`src/rtl/attn_seq_pkg.sv`:
```
package attn_seq_pkg;

    localparam int DW = 16;

    typedef enum logic [1:0] {
        RA_CTRL = 2'd0,
        RA_ATTN = 2'd1,
        RA_CMDW = 2'd2,
        RA_STAT = 2'd3
    } reg_addr_e;

    localparam int SB_BUSY   = 0;
    localparam int SB_FULL   = 1;
    localparam int SB_INPROG = 2;

    localparam logic [DW-1:0] CTRL_OFF   = 16'h0000;
    localparam logic [DW-1:0] CTRL_INTEN = 16'h0001;

    typedef enum logic [2:0] {
        E_NONE    = 3'd0,
        E_BUSY_TO = 3'd1,
        E_SLOW    = 3'd2,
        E_CMPL_TO = 3'd3,
        E_FAILED  = 3'd4
    } err_e;

    typedef enum logic [2:0] {
        S_IDLE,
        S_CTL_OFF,
        S_BUSY_POLL,
        S_ATTN_WR,
        S_CTL_ON,
        S_WORD_WR,
        S_FULL_POLL,
        S_CMPL_WAIT
    } seq_state_e;

    typedef struct packed {
        logic [4:0] code;
        logic [2:0] dev;
        logic [5:0] opts;
        logic       long_cmd;
    } cmd_hdr_t;

    function automatic logic [DW-1:0] make_word0(cmd_hdr_t h);
        return {1'b0, h.long_cmd, h.opts, h.dev, h.code};
    endfunction

    function automatic logic [DW-1:0] make_attn(logic [4:0] code, logic [2:0] dev);
        return {8'h00, dev, code};
    endfunction

endpackage

```
`src/rtl/attn_poll_ctr.sv`:
```
module attn_poll_ctr #(
    parameter int LIMIT = 10000
) (
    input  logic clk,
    input  logic rst,
    input  logic clr,
    input  logic step,
    output logic last
);
    localparam int W = $clog2(LIMIT + 1);

    logic [W-1:0] cnt;

    always_ff @(posedge clk) begin
        if (rst || clr)
            cnt <= '0;
        else if (step)
            cnt <= cnt + 1'b1;
    end

    assign last = (cnt == W'(LIMIT - 1));
endmodule

```
`src/rtl/attn_word_buf.sv`:
```
module attn_word_buf
    import attn_seq_pkg::*;
#(
    parameter int MAXW = 4
) (
    input  logic                   clk,
    input  logic                   rst,
    input  logic                   load,
    input  cmd_hdr_t               hdr,
    input  logic [(MAXW-1)*DW-1:0] args,
    input  logic [1:0]             idx,
    output logic [DW-1:0]          word,
    output logic [1:0]             last_idx
);
    logic [DW-1:0] words_q [MAXW];
    logic          long_q;

    for (genvar i = 0; i < MAXW; i++) begin : g_word
        always_ff @(posedge clk) begin
            if (rst)
                words_q[i] <= '0;
            else if (load) begin
                if (i == 0)
                    words_q[i] <= make_word0(hdr);
                else
                    words_q[i] <= args[(i-1)*DW +: DW];
            end
        end
    end

    always_ff @(posedge clk) begin
        if (rst)
            long_q <= 1'b0;
        else if (load)
            long_q <= hdr.long_cmd;
    end

    assign word     = words_q[idx];
    assign last_idx = long_q ? 2'd3 : 2'd1;
endmodule

```
`src/rtl/attn_seq_fsm.sv`:
```
module attn_seq_fsm
    import attn_seq_pkg::*;
(
    input  logic          clk,
    input  logic          rst,
    input  logic          start,
    input  cmd_hdr_t      hdr,
    input  logic [4:0]    attn_code,
    input  logic          skip_busy_poll,
    input  logic          attn_only,
    input  logic          cmd_good,
    input  logic [DW-1:0] reg_rdata,
    input  logic [DW-1:0] cur_word,
    input  logic [1:0]    last_idx,
    input  logic          short_last,
    input  logic          cmpl_last,
    output logic          load,
    output logic [1:0]    word_idx,
    output logic          short_clr,
    output logic          short_step,
    output logic          cmpl_clr,
    output logic          cmpl_step,
    output logic          reg_wr,
    output logic          reg_rd,
    output logic [1:0]    reg_addr,
    output logic [DW-1:0] reg_wdata,
    output logic          busy,
    output logic          done,
    output logic          error,
    output logic [2:0]    err_code
);
    seq_state_e state_q, state_d;
    logic [1:0] idx_q, idx_d;
    logic [2:0] dev_q;
    logic [4:0] attn_q;
    logic       skip_q, aonly_q;
    logic       fin;
    err_e       fin_code, err_q;
    logic       done_q;

    logic st_busy, st_full, st_inprog;
    assign st_busy   = reg_rdata[SB_BUSY];
    assign st_full   = reg_rdata[SB_FULL];
    assign st_inprog = reg_rdata[SB_INPROG];

    assign load = (state_q == S_IDLE) && start;

    always_comb begin
        state_d  = state_q;
        idx_d    = idx_q;
        fin      = 1'b0;
        fin_code = E_NONE;
        case (state_q)
            S_IDLE:      if (start) state_d = S_CTL_OFF;
            S_CTL_OFF:   state_d = skip_q ? S_ATTN_WR : S_BUSY_POLL;
            S_BUSY_POLL: begin
                if (!st_busy)
                    state_d = S_ATTN_WR;
                else if (short_last) begin
                    fin      = 1'b1;
                    fin_code = E_BUSY_TO;
                end
            end
            S_ATTN_WR:   state_d = S_CTL_ON;
            S_CTL_ON: begin
                idx_d = 2'd0;
                if (aonly_q) begin
                    fin      = 1'b1;
                    fin_code = E_NONE;
                end else
                    state_d = S_WORD_WR;
            end
            S_WORD_WR:   state_d = S_FULL_POLL;
            S_FULL_POLL: begin
                if (!st_full) begin
                    if (idx_q == last_idx)
                        state_d = S_CMPL_WAIT;
                    else begin
                        idx_d   = idx_q + 2'd1;
                        state_d = S_WORD_WR;
                    end
                end else if (short_last) begin
                    fin      = 1'b1;
                    fin_code = E_SLOW;
                end
            end
            S_CMPL_WAIT: begin
                if (!st_inprog) begin
                    fin      = 1'b1;
                    fin_code = cmd_good ? E_NONE : E_FAILED;
                end else if (cmpl_last) begin
                    fin      = 1'b1;
                    fin_code = E_CMPL_TO;
                end
            end
            default:     state_d = S_IDLE;
        endcase
        if (fin)
            state_d = S_IDLE;
    end

    always_ff @(posedge clk) begin
        if (rst) begin
            state_q <= S_IDLE;
            idx_q   <= '0;
            dev_q   <= '0;
            attn_q  <= '0;
            skip_q  <= 1'b0;
            aonly_q <= 1'b0;
            err_q   <= E_NONE;
            done_q  <= 1'b0;
        end else begin
            state_q <= state_d;
            idx_q   <= idx_d;
            done_q  <= fin;
            if (load) begin
                dev_q   <= hdr.dev;
                attn_q  <= attn_code;
                skip_q  <= skip_busy_poll;
                aonly_q <= attn_only;
                err_q   <= E_NONE;
            end else if (fin)
                err_q <= fin_code;
        end
    end

    always_comb begin
        reg_wr    = 1'b0;
        reg_rd    = 1'b0;
        reg_addr  = RA_CTRL;
        reg_wdata = '0;
        case (state_q)
            S_CTL_OFF: begin
                reg_wr    = 1'b1;
                reg_addr  = RA_CTRL;
                reg_wdata = CTRL_OFF;
            end
            S_ATTN_WR: begin
                reg_wr    = 1'b1;
                reg_addr  = RA_ATTN;
                reg_wdata = make_attn(attn_q, dev_q);
            end
            S_CTL_ON: begin
                reg_wr    = 1'b1;
                reg_addr  = RA_CTRL;
                reg_wdata = CTRL_INTEN;
            end
            S_WORD_WR: begin
                reg_wr    = 1'b1;
                reg_addr  = RA_CMDW;
                reg_wdata = cur_word;
            end
            S_BUSY_POLL, S_FULL_POLL, S_CMPL_WAIT: begin
                reg_rd   = 1'b1;
                reg_addr = RA_STAT;
            end
            default: ;
        endcase
    end

    assign short_clr  = !((state_q == S_BUSY_POLL) || (state_q == S_FULL_POLL));
    assign short_step = ((state_q == S_BUSY_POLL) && st_busy) ||
                        ((state_q == S_FULL_POLL) && st_full);
    assign cmpl_clr   = (state_q != S_CMPL_WAIT);
    assign cmpl_step  = (state_q == S_CMPL_WAIT) && st_inprog;

    assign word_idx = idx_q;
    assign busy     = (state_q != S_IDLE);
    assign done     = done_q;
    assign err_code = err_q;
    assign error    = (err_q != E_NONE);
endmodule

```
`src/rtl/attn_cmd_seq.sv`:
```
module attn_cmd_seq
    import attn_seq_pkg::*;
#(
    parameter int POLL_LIMIT = 10000,
    parameter int CLK_HZ     = 100_000_000,
    parameter int WAIT_SEC   = 15
) (
    input  logic        clk,
    input  logic        rst,
    input  logic        start,
    input  logic [4:0]  cmd_code,
    input  logic [2:0]  dev_no,
    input  logic [5:0]  cmd_opts,
    input  logic        long_cmd,
    input  logic [47:0] arg_words,
    input  logic [4:0]  attn_code,
    input  logic        skip_busy_poll,
    input  logic        attn_only,
    input  logic        cmd_good,
    output logic        busy,
    output logic        done,
    output logic        error,
    output logic [2:0]  err_code,
    output logic        reg_wr,
    output logic        reg_rd,
    output logic [1:0]  reg_addr,
    output logic [15:0] reg_wdata,
    input  logic [15:0] reg_rdata
);
    localparam int MAXW     = 4;
    localparam int CMPL_CYC = CLK_HZ * WAIT_SEC;

    cmd_hdr_t      hdr;
    logic          load;
    logic [1:0]    word_idx, last_idx;
    logic [DW-1:0] cur_word;
    logic          short_clr, short_step, short_last;
    logic          cmpl_clr, cmpl_step, cmpl_last;

    assign hdr = '{code: cmd_code, dev: dev_no, opts: cmd_opts, long_cmd: long_cmd};

    attn_word_buf #(.MAXW(MAXW)) u_buf (
        .clk      (clk),
        .rst      (rst),
        .load     (load),
        .hdr      (hdr),
        .args     (arg_words),
        .idx      (word_idx),
        .word     (cur_word),
        .last_idx (last_idx)
    );

    attn_poll_ctr #(.LIMIT(POLL_LIMIT)) u_short_ctr (
        .clk  (clk),
        .rst  (rst),
        .clr  (short_clr),
        .step (short_step),
        .last (short_last)
    );

    attn_poll_ctr #(.LIMIT(CMPL_CYC)) u_cmpl_ctr (
        .clk  (clk),
        .rst  (rst),
        .clr  (cmpl_clr),
        .step (cmpl_step),
        .last (cmpl_last)
    );

    attn_seq_fsm u_fsm (
        .clk            (clk),
        .rst            (rst),
        .start          (start),
        .hdr            (hdr),
        .attn_code      (attn_code),
        .skip_busy_poll (skip_busy_poll),
        .attn_only      (attn_only),
        .cmd_good       (cmd_good),
        .reg_rdata      (reg_rdata),
        .cur_word       (cur_word),
        .last_idx       (last_idx),
        .short_last     (short_last),
        .cmpl_last      (cmpl_last),
        .load           (load),
        .word_idx       (word_idx),
        .short_clr      (short_clr),
        .short_step     (short_step),
        .cmpl_clr       (cmpl_clr),
        .cmpl_step      (cmpl_step),
        .reg_wr         (reg_wr),
        .reg_rd         (reg_rd),
        .reg_addr       (reg_addr),
        .reg_wdata      (reg_wdata),
        .busy           (busy),
        .done           (done),
        .error          (error),
        .err_code       (err_code)
    );
endmodule

```
`config.mk`:
```
export PLATFORM = sky130hd
export DESIGN_NAME = attn_cmd_seq
export DESIGN_NICKNAME = d
export VERILOG_FILES = /design/src/rtl/attn_seq_pkg.sv /design/src/rtl/attn_poll_ctr.sv /design/src/rtl/attn_word_buf.sv /design/src/rtl/attn_seq_fsm.sv /design/src/rtl/attn_cmd_seq.sv
export SDC_FILE = /design/constraint.sdc
export NUM_CORES = 1
export LEC_CHECK = 0
export BUFFER_PORTS_ARGS = -buffer_cell sky130_fd_sc_hd__buf_4
export CAP_MARGIN = 20
export CORE_MARGIN = 2
export CORE_UTILIZATION = 55
export CTS_CLUSTER_DIAMETER = 100
export DETAILED_ROUTE_END_ITERATION = 10
export PLACE_DENSITY = 0.79
export SKIP_CTS_REPAIR_TIMING = 1
export SYNTH_ARGS = -nofsm -noshare
export SYNTH_HDL_FRONTEND = slang
export SYNTH_SLANG_ARGS = --single-unit
```
`constraint.sdc`:
```
create_clock -name clk -period 3.54 [get_ports clk]
set_input_delay 0.531 -clock clk [delete_from_list [all_inputs] [get_ports clk]]
set_output_delay 0.531 -clock clk [all_outputs]
set_load 0.01 [all_outputs]
```
* Word level (Yosys, flattened, before mapping)
Memories as Yosys holds them, arrays and structs flattened. A register that Yosys moved wholly into a read port is not among the register bits. Cells that the tools add are included.
Storage, ports and cells: register bits after elaboration 65, bits in writable memories 64, input port bits 90, output and inout port bits 26, logic and storage cells 96, memories kept 1
Memory list:
- u_buf.words_q | depth 4, width 16, rd ports 1, clocked after Yosys merged registers in 1, write ports 4, RTL line attn_word_buf.sv:15 | logic [DW-1:0] words_q [MAXW];
Operators by class: add/subtract/negate cells 3, equality and inequality tests 16, multiplexer cells 41, bitwise logic cells 4, reductions and logical operators 20
Operator list (number):
- two-way mux 16 bit | 4
- case mux 16 bit (3 select lines) | 1
- adder 31 x 1 -> 31 bit, second input constant | 1
- equality test 31 bit, second input constant | 1
- two-way mux 3 bit | 8
- case mux 3 bit (7 select lines) | 1
- two-way mux 2 bit | 8
- two-way mux 1 bit | 15
- adder 14 x 1 -> 14 bit, second input constant | 1
- equality test 14 bit, second input constant | 1
- equality test 3 bit, second input constant | 4
- inequality test 2 bit, second input constant | 5
- case mux 3 bit (3 select lines) | 1
- nonzero test 7 bit | 1
- equality test 3 x 2 -> 1 bit, second input constant | 2
- case mux 2 bit (3 select lines) | 1
- nonzero test 3 bit | 2
- AND reduction 5 bit | 1
- logical AND 1 bit | 4
- logical OR 1 bit | 4
- OR 1 bit | 4
- case mux 1 bit (4 select lines) | 1
- case mux 2 bit (2 select lines) | 1
- OR reduction 2 bit | 2
- other kinds (10) | 10

* Logic depth before layout (Yosys ltp)
depth after elaboration 7, gate-level depth with buffers 7, mapped depth without buffers 6

* Hierarchy
Synthesis repeated with hierarchy kept, for this count alone.
Unflattened totals: cells, all modules 576, area total of the unflattened synthesis 6172.2 sq um
Modules (own cells, without submodules):
- attn_word_buf | times used 1, cells each 163, area an instance 2798.9 sq um, seq. area each 1911.8 sq um
- attn_poll_ctr at u_cmpl_ctr | times used 1, cells each 189, area an instance 1564.0 sq um, seq. area each 620.6 sq um
- attn_seq_fsm | times used 1, cells each 146, area an instance 1122.3 sq um, seq. area each 380.4 sq um
- attn_poll_ctr at u_short_ctr | times used 1, cells each 78, area an instance 686.9 sq um, seq. area each 280.3 sq um

* Worst setup path after synthesis
OpenSTA, ideal clock, no wires.
kind reg2reg, start point register u_fsm.state_q[1], end point register u_fsm.err_q[2] (netlist: u_fsm.err_code[2]), library setup time 115 ps, arrival time 2597 ps, setup slack 827 ps, cell stages (with the launch flop) 8, buffers on the path 1, period minus slack after synthesis 2713 ps, cell sequence dfxtp_1 > clkbuf_1 > nor3_1 > and2_1 > nor2_1 > inv_1 > nor4_1 > a31o_1
On the way: cells in the longest elaborated chain, start to end 3, elaborated cells on any way between the ends 9, those cells by class eq/ne (4); mux (2); reduce/logical (3)
RTL lines:
- start: declaration | RTL line attn_seq_fsm.sv:32 | seq_state_e state_q, state_d;
- start signal: assignment | RTL line attn_seq_fsm.sv:113 | state_q <= state_d;
- parallel branches: the longest is 3 deep, another holds case mux 1 bit (4 select lines)
- end signal: assignment | RTL line attn_seq_fsm.sv:123 | err_q <= fin_code;
- end: declaration | RTL line attn_seq_fsm.sv:38 | err_e fin_code, err_q;
Parallel ways; which one is timed is not known. A chain may end at the register's enable or synchronous reset.

* Worst setup path in the final report
start point register u_fsm.state_q[2], end point output port reg_wdata[7]
On the way: cells in the longest elaborated chain, start to end 2, elaborated cells on any way between the ends 4, those cells by class eq/ne (3); mux (1)
RTL lines:
- equality test 3 bit or equality test 3 x 2 -> 1 bit (tied branches) | RTL line attn_seq_fsm.sv:132 | case (state_q)
- case mux 16 bit (3 select lines) * | RTL line attn_seq_fsm.sv:132
- end: declaration | RTL line attn_cmd_seq.sv:27 | output logic [15:0] reg_wdata,
Every way passes the cells marked *; elsewhere a longest branch is shown, timed or not.

==> metrics.txt <==
cell count after synthesis=559; data required time of the critical path=3.01 ns; setup repair after global routing missed its margin=false; final max-slew violation count=0; Initial DRC Count=264; number of design rule violations left after detail routing=0; final std cells w/o fill=809; largest incremental delay on the critical path=0.68 ns; number of nets in the synthesized netlist=651; Area Growth Syn to Fin=23.6%; register area share after synthesis=0.540; post-synth cell types=48; Post-Syn Area per Cell=10.7 um2; category of the worst setup path capture point=output pin; number of flops mapped to enable cells by yosys=63; Placement Rows=38; highest fanout seen on the critical path=18; Hold WS=0.252 ns; clock power share=0.442; maximum count of clock buffers along a single path=2; Die Y=108 um; clock latency of the later-clocked register in the worst-skew pair=0.53 ns; end of the worst hold path=u_fsm.skip_q; internal power=2.94 mW; share of async-settable or async-resettable flops after synthesis=0; placeable core area=0.0107 mm2; worst setup slack after layout=0.549 ns; number of routed nets with antenna violations=0; number of I/O port buffers=102; Leakage Power=2.69 nW; worst supply voltage drop on vdd=335 uV; DP HPWL=9080 um; result of the run=finished, final reports clean; pin count of the biggest net entering global routing=64; Fmax achieved=334 MHz; Max-Cap Viols=0; Min-Delay Path Depth=3; Antenna Cells=0; count of H-tree levels built during CTS=4; cell with the biggest individual delay on the critical path=dfxtp_1; Detailed Routing Iterations Pass 1=5; final-report hold violation count=0; P per Cell Area=509 mW/mm2; share of power burned in combinational logic=0.088; sink count of the clock tree=130; origin of the critical flop-to-flop path=u_fsm.state_q[2]; Root Buffer=clkbuf_8; most common library cell in the layout ignoring fill and taps=buf_4; post-synth design cell area=0.00599 mm2; total number of nets in the final design=748; reg2reg path depth=5; highest-count cells in the layout ignoring fill and taps=107 x buf_4, 67 x and2_1, 67 x dfxtp_1; total length of routed wires=13200 um; utilization of the core after routing=0.689; number of failing setup endpoints in the final timing report=0; r2r setup slk=1.04 ns; top-level I/O count=116; type of origin of the critical path=flip-flop; power share of the sequential group=0.469; CTS tree=yes; Starting Density=0.558; number of filler instances in the final layout=811; Total GRT Usage=0.238; synth warn=0; Tightest Hold Check Type=in -> reg; sequential cell area=0.00323 mm2; via density per instance=5.60; commonest register cell after synthesis=dfxtp_1; initial antenna violation count=0; Final Instance Area=0.00741 mm2; vias=4528; Critical R2R Capture=u_buf.words_q[3][2]; multi-input gate area in the final layout=0.00260 mm2; total CTS buffers=17; Min Clock Period, post-route=2.99 ns; cells along the critical path=inv_1, nor2_1, a22oi_1, nor2_1, buf_4; horizontal die dimension=108 um; critical path class=reg -> out; post-placement worst setup slack=1.08 ns; Routed wire per std cell=16.3 um; period utilisation layout=0.845; Total Power Consumption=3.77 mW; crit-path most repeated cell=nor2_1; final weighted congestion in routability-driven placement=0.835; post-route clock skew=0.00682 ns; switching pwr=830 uW; Max transition margin=0.433; number of global-route vias before repair=4482; synthesized flop and latch total=130; global-route wire length before repair=21400 um; CP Data Arrival Time=2.46 ns; launch instance of the worst min-delay path=skip_busy_poll; total grt overflow=0; # placed instances=777; share of cells above drive strength 1=0.247; Die Footprint=0.0117 mm2; Worst Max-Slew Pin Slew=0.849 ns; sum of negative setup slack=0 ns; area of placed instances=0.00685 mm2; switching share of total power=0.220; clock-pin slew on the worst setup and hold paths=0.06 ns
==> logic make-up (layout without fill, tap and decap cells) <==
| family | after synthesis | count (layout) | synth area share |
|---|---|---|---|
| buffers and inverters | 41 | 151 | 0.0280 |
| adders and majority gates | 2 | 2 | 0.00418 |
| muxes | 19 | 19 | 0.0635 |
| xor gates and xnor gates | 39 | 39 | 0.0570 |
| DFF | 130 | 130 | 0.540 |
| AOI/OAI and AO/OA | 54 | 54 | 0.0543 |
| and+or+nand+nor | 274 | 274 | 0.253 |
==> cell usage after synthesis, drive strengths merged, types with 9 or more instances <==
cell | instances | share of area
nand4 | 14 | 0.017
and2 | 67 | 0.070
nor2b | 9 | 0.0094
nor3 | 14 | 0.016
inv | 12 | 0.0075
a21oi | 26 | 0.022
mux4 | 15 | 0.056
nor4 | 17 | 0.025
dfxtp | 67 | 0.22
nand3 | 22 | 0.018
clkbuf | 23 | 0.014
o21ai | 9 | 0.0075
xor2 | 12 | 0.018
xnor2 | 27 | 0.039
edfxtp | 63 | 0.32
nor2 | 58 | 0.036
nand2 | 49 | 0.031
==> how the worst max path moves through the flow <==
stage | startpoint | end | slack (ns) | depth (start not counted)
final | u_fsm.state_q[2] | reg_wdata[7] | 0.55 | 5
after global routing | u_fsm.state_q[2] | reg_wdata[0] | 0.36 | 5
after floorplan | u_fsm.state_q[1] | u_fsm.err_code[2] | 0.83 | 7
after global placement | u_fsm.state_q[2] | u_buf.words_q[0][2] | 1.14 | 5
after CTS | flip-flop | reg_wdata[4] | 0.58 | 5
after detailed placement | u_fsm.state_q[2] | u_buf.words_q[1][3] | 1.08 | 5
==> layout make-up <==
type | instances | area share
well taps | 140 | 0.0237
clock buffers | 24 | 0.0595
repair buffers | 107 | 0.108
inverters | 12 | 0.00608
flip-flops and latches | 130 | 0.437
multi-input cells | 388 | 0.351
clock inverters | 8 | 0.0150
==> critical path, delay by kind of cell, from the launching register on <==
kind	cells	cell delay, ns
compound gates	1	0.16
buf+inv	2	0.37
flops	1	0.68
simple gates	2	0.73
==> per-layer routing <==
metal / vias up / global-route usage / wire length (um)
met5: - / 0 / 0
met3: 22 / 0.0597 / 820
met2: 172 / 0.385 / 6440
li1: 2179 / - / -
met4: 0 / 0.0998 / 262
met1: 2155 / 0.306 / 5680
==> flip-flops by register name, indices dropped and copies added (netlist names), 2 cells and up, named ones only <==
register / count
u_cmpl_ctr.cnt: 31
u_fsm.err_code: 3
u_buf.words_q: 63
u_fsm.word_idx: 2
u_fsm.state_q: 3
u_short_ctr.cnt: 14
u_fsm.dev_q: 3
u_fsm.attn_q: 5
==> power by group through the flow <==
stage	clock (mW)	sequential [mW]	combinational [mW]
3_3_place_gp	0	1.79	0.322
2_1_floorplan	0	1.77	0.208
5_1_grt	1.74	1.78	0.366
4_1_cts	1.68	1.77	0.336
6_report	1.67	1.77	0.333
3_5_place_dp	0	1.80	0.335
Power figures use the tool's default switching activity.
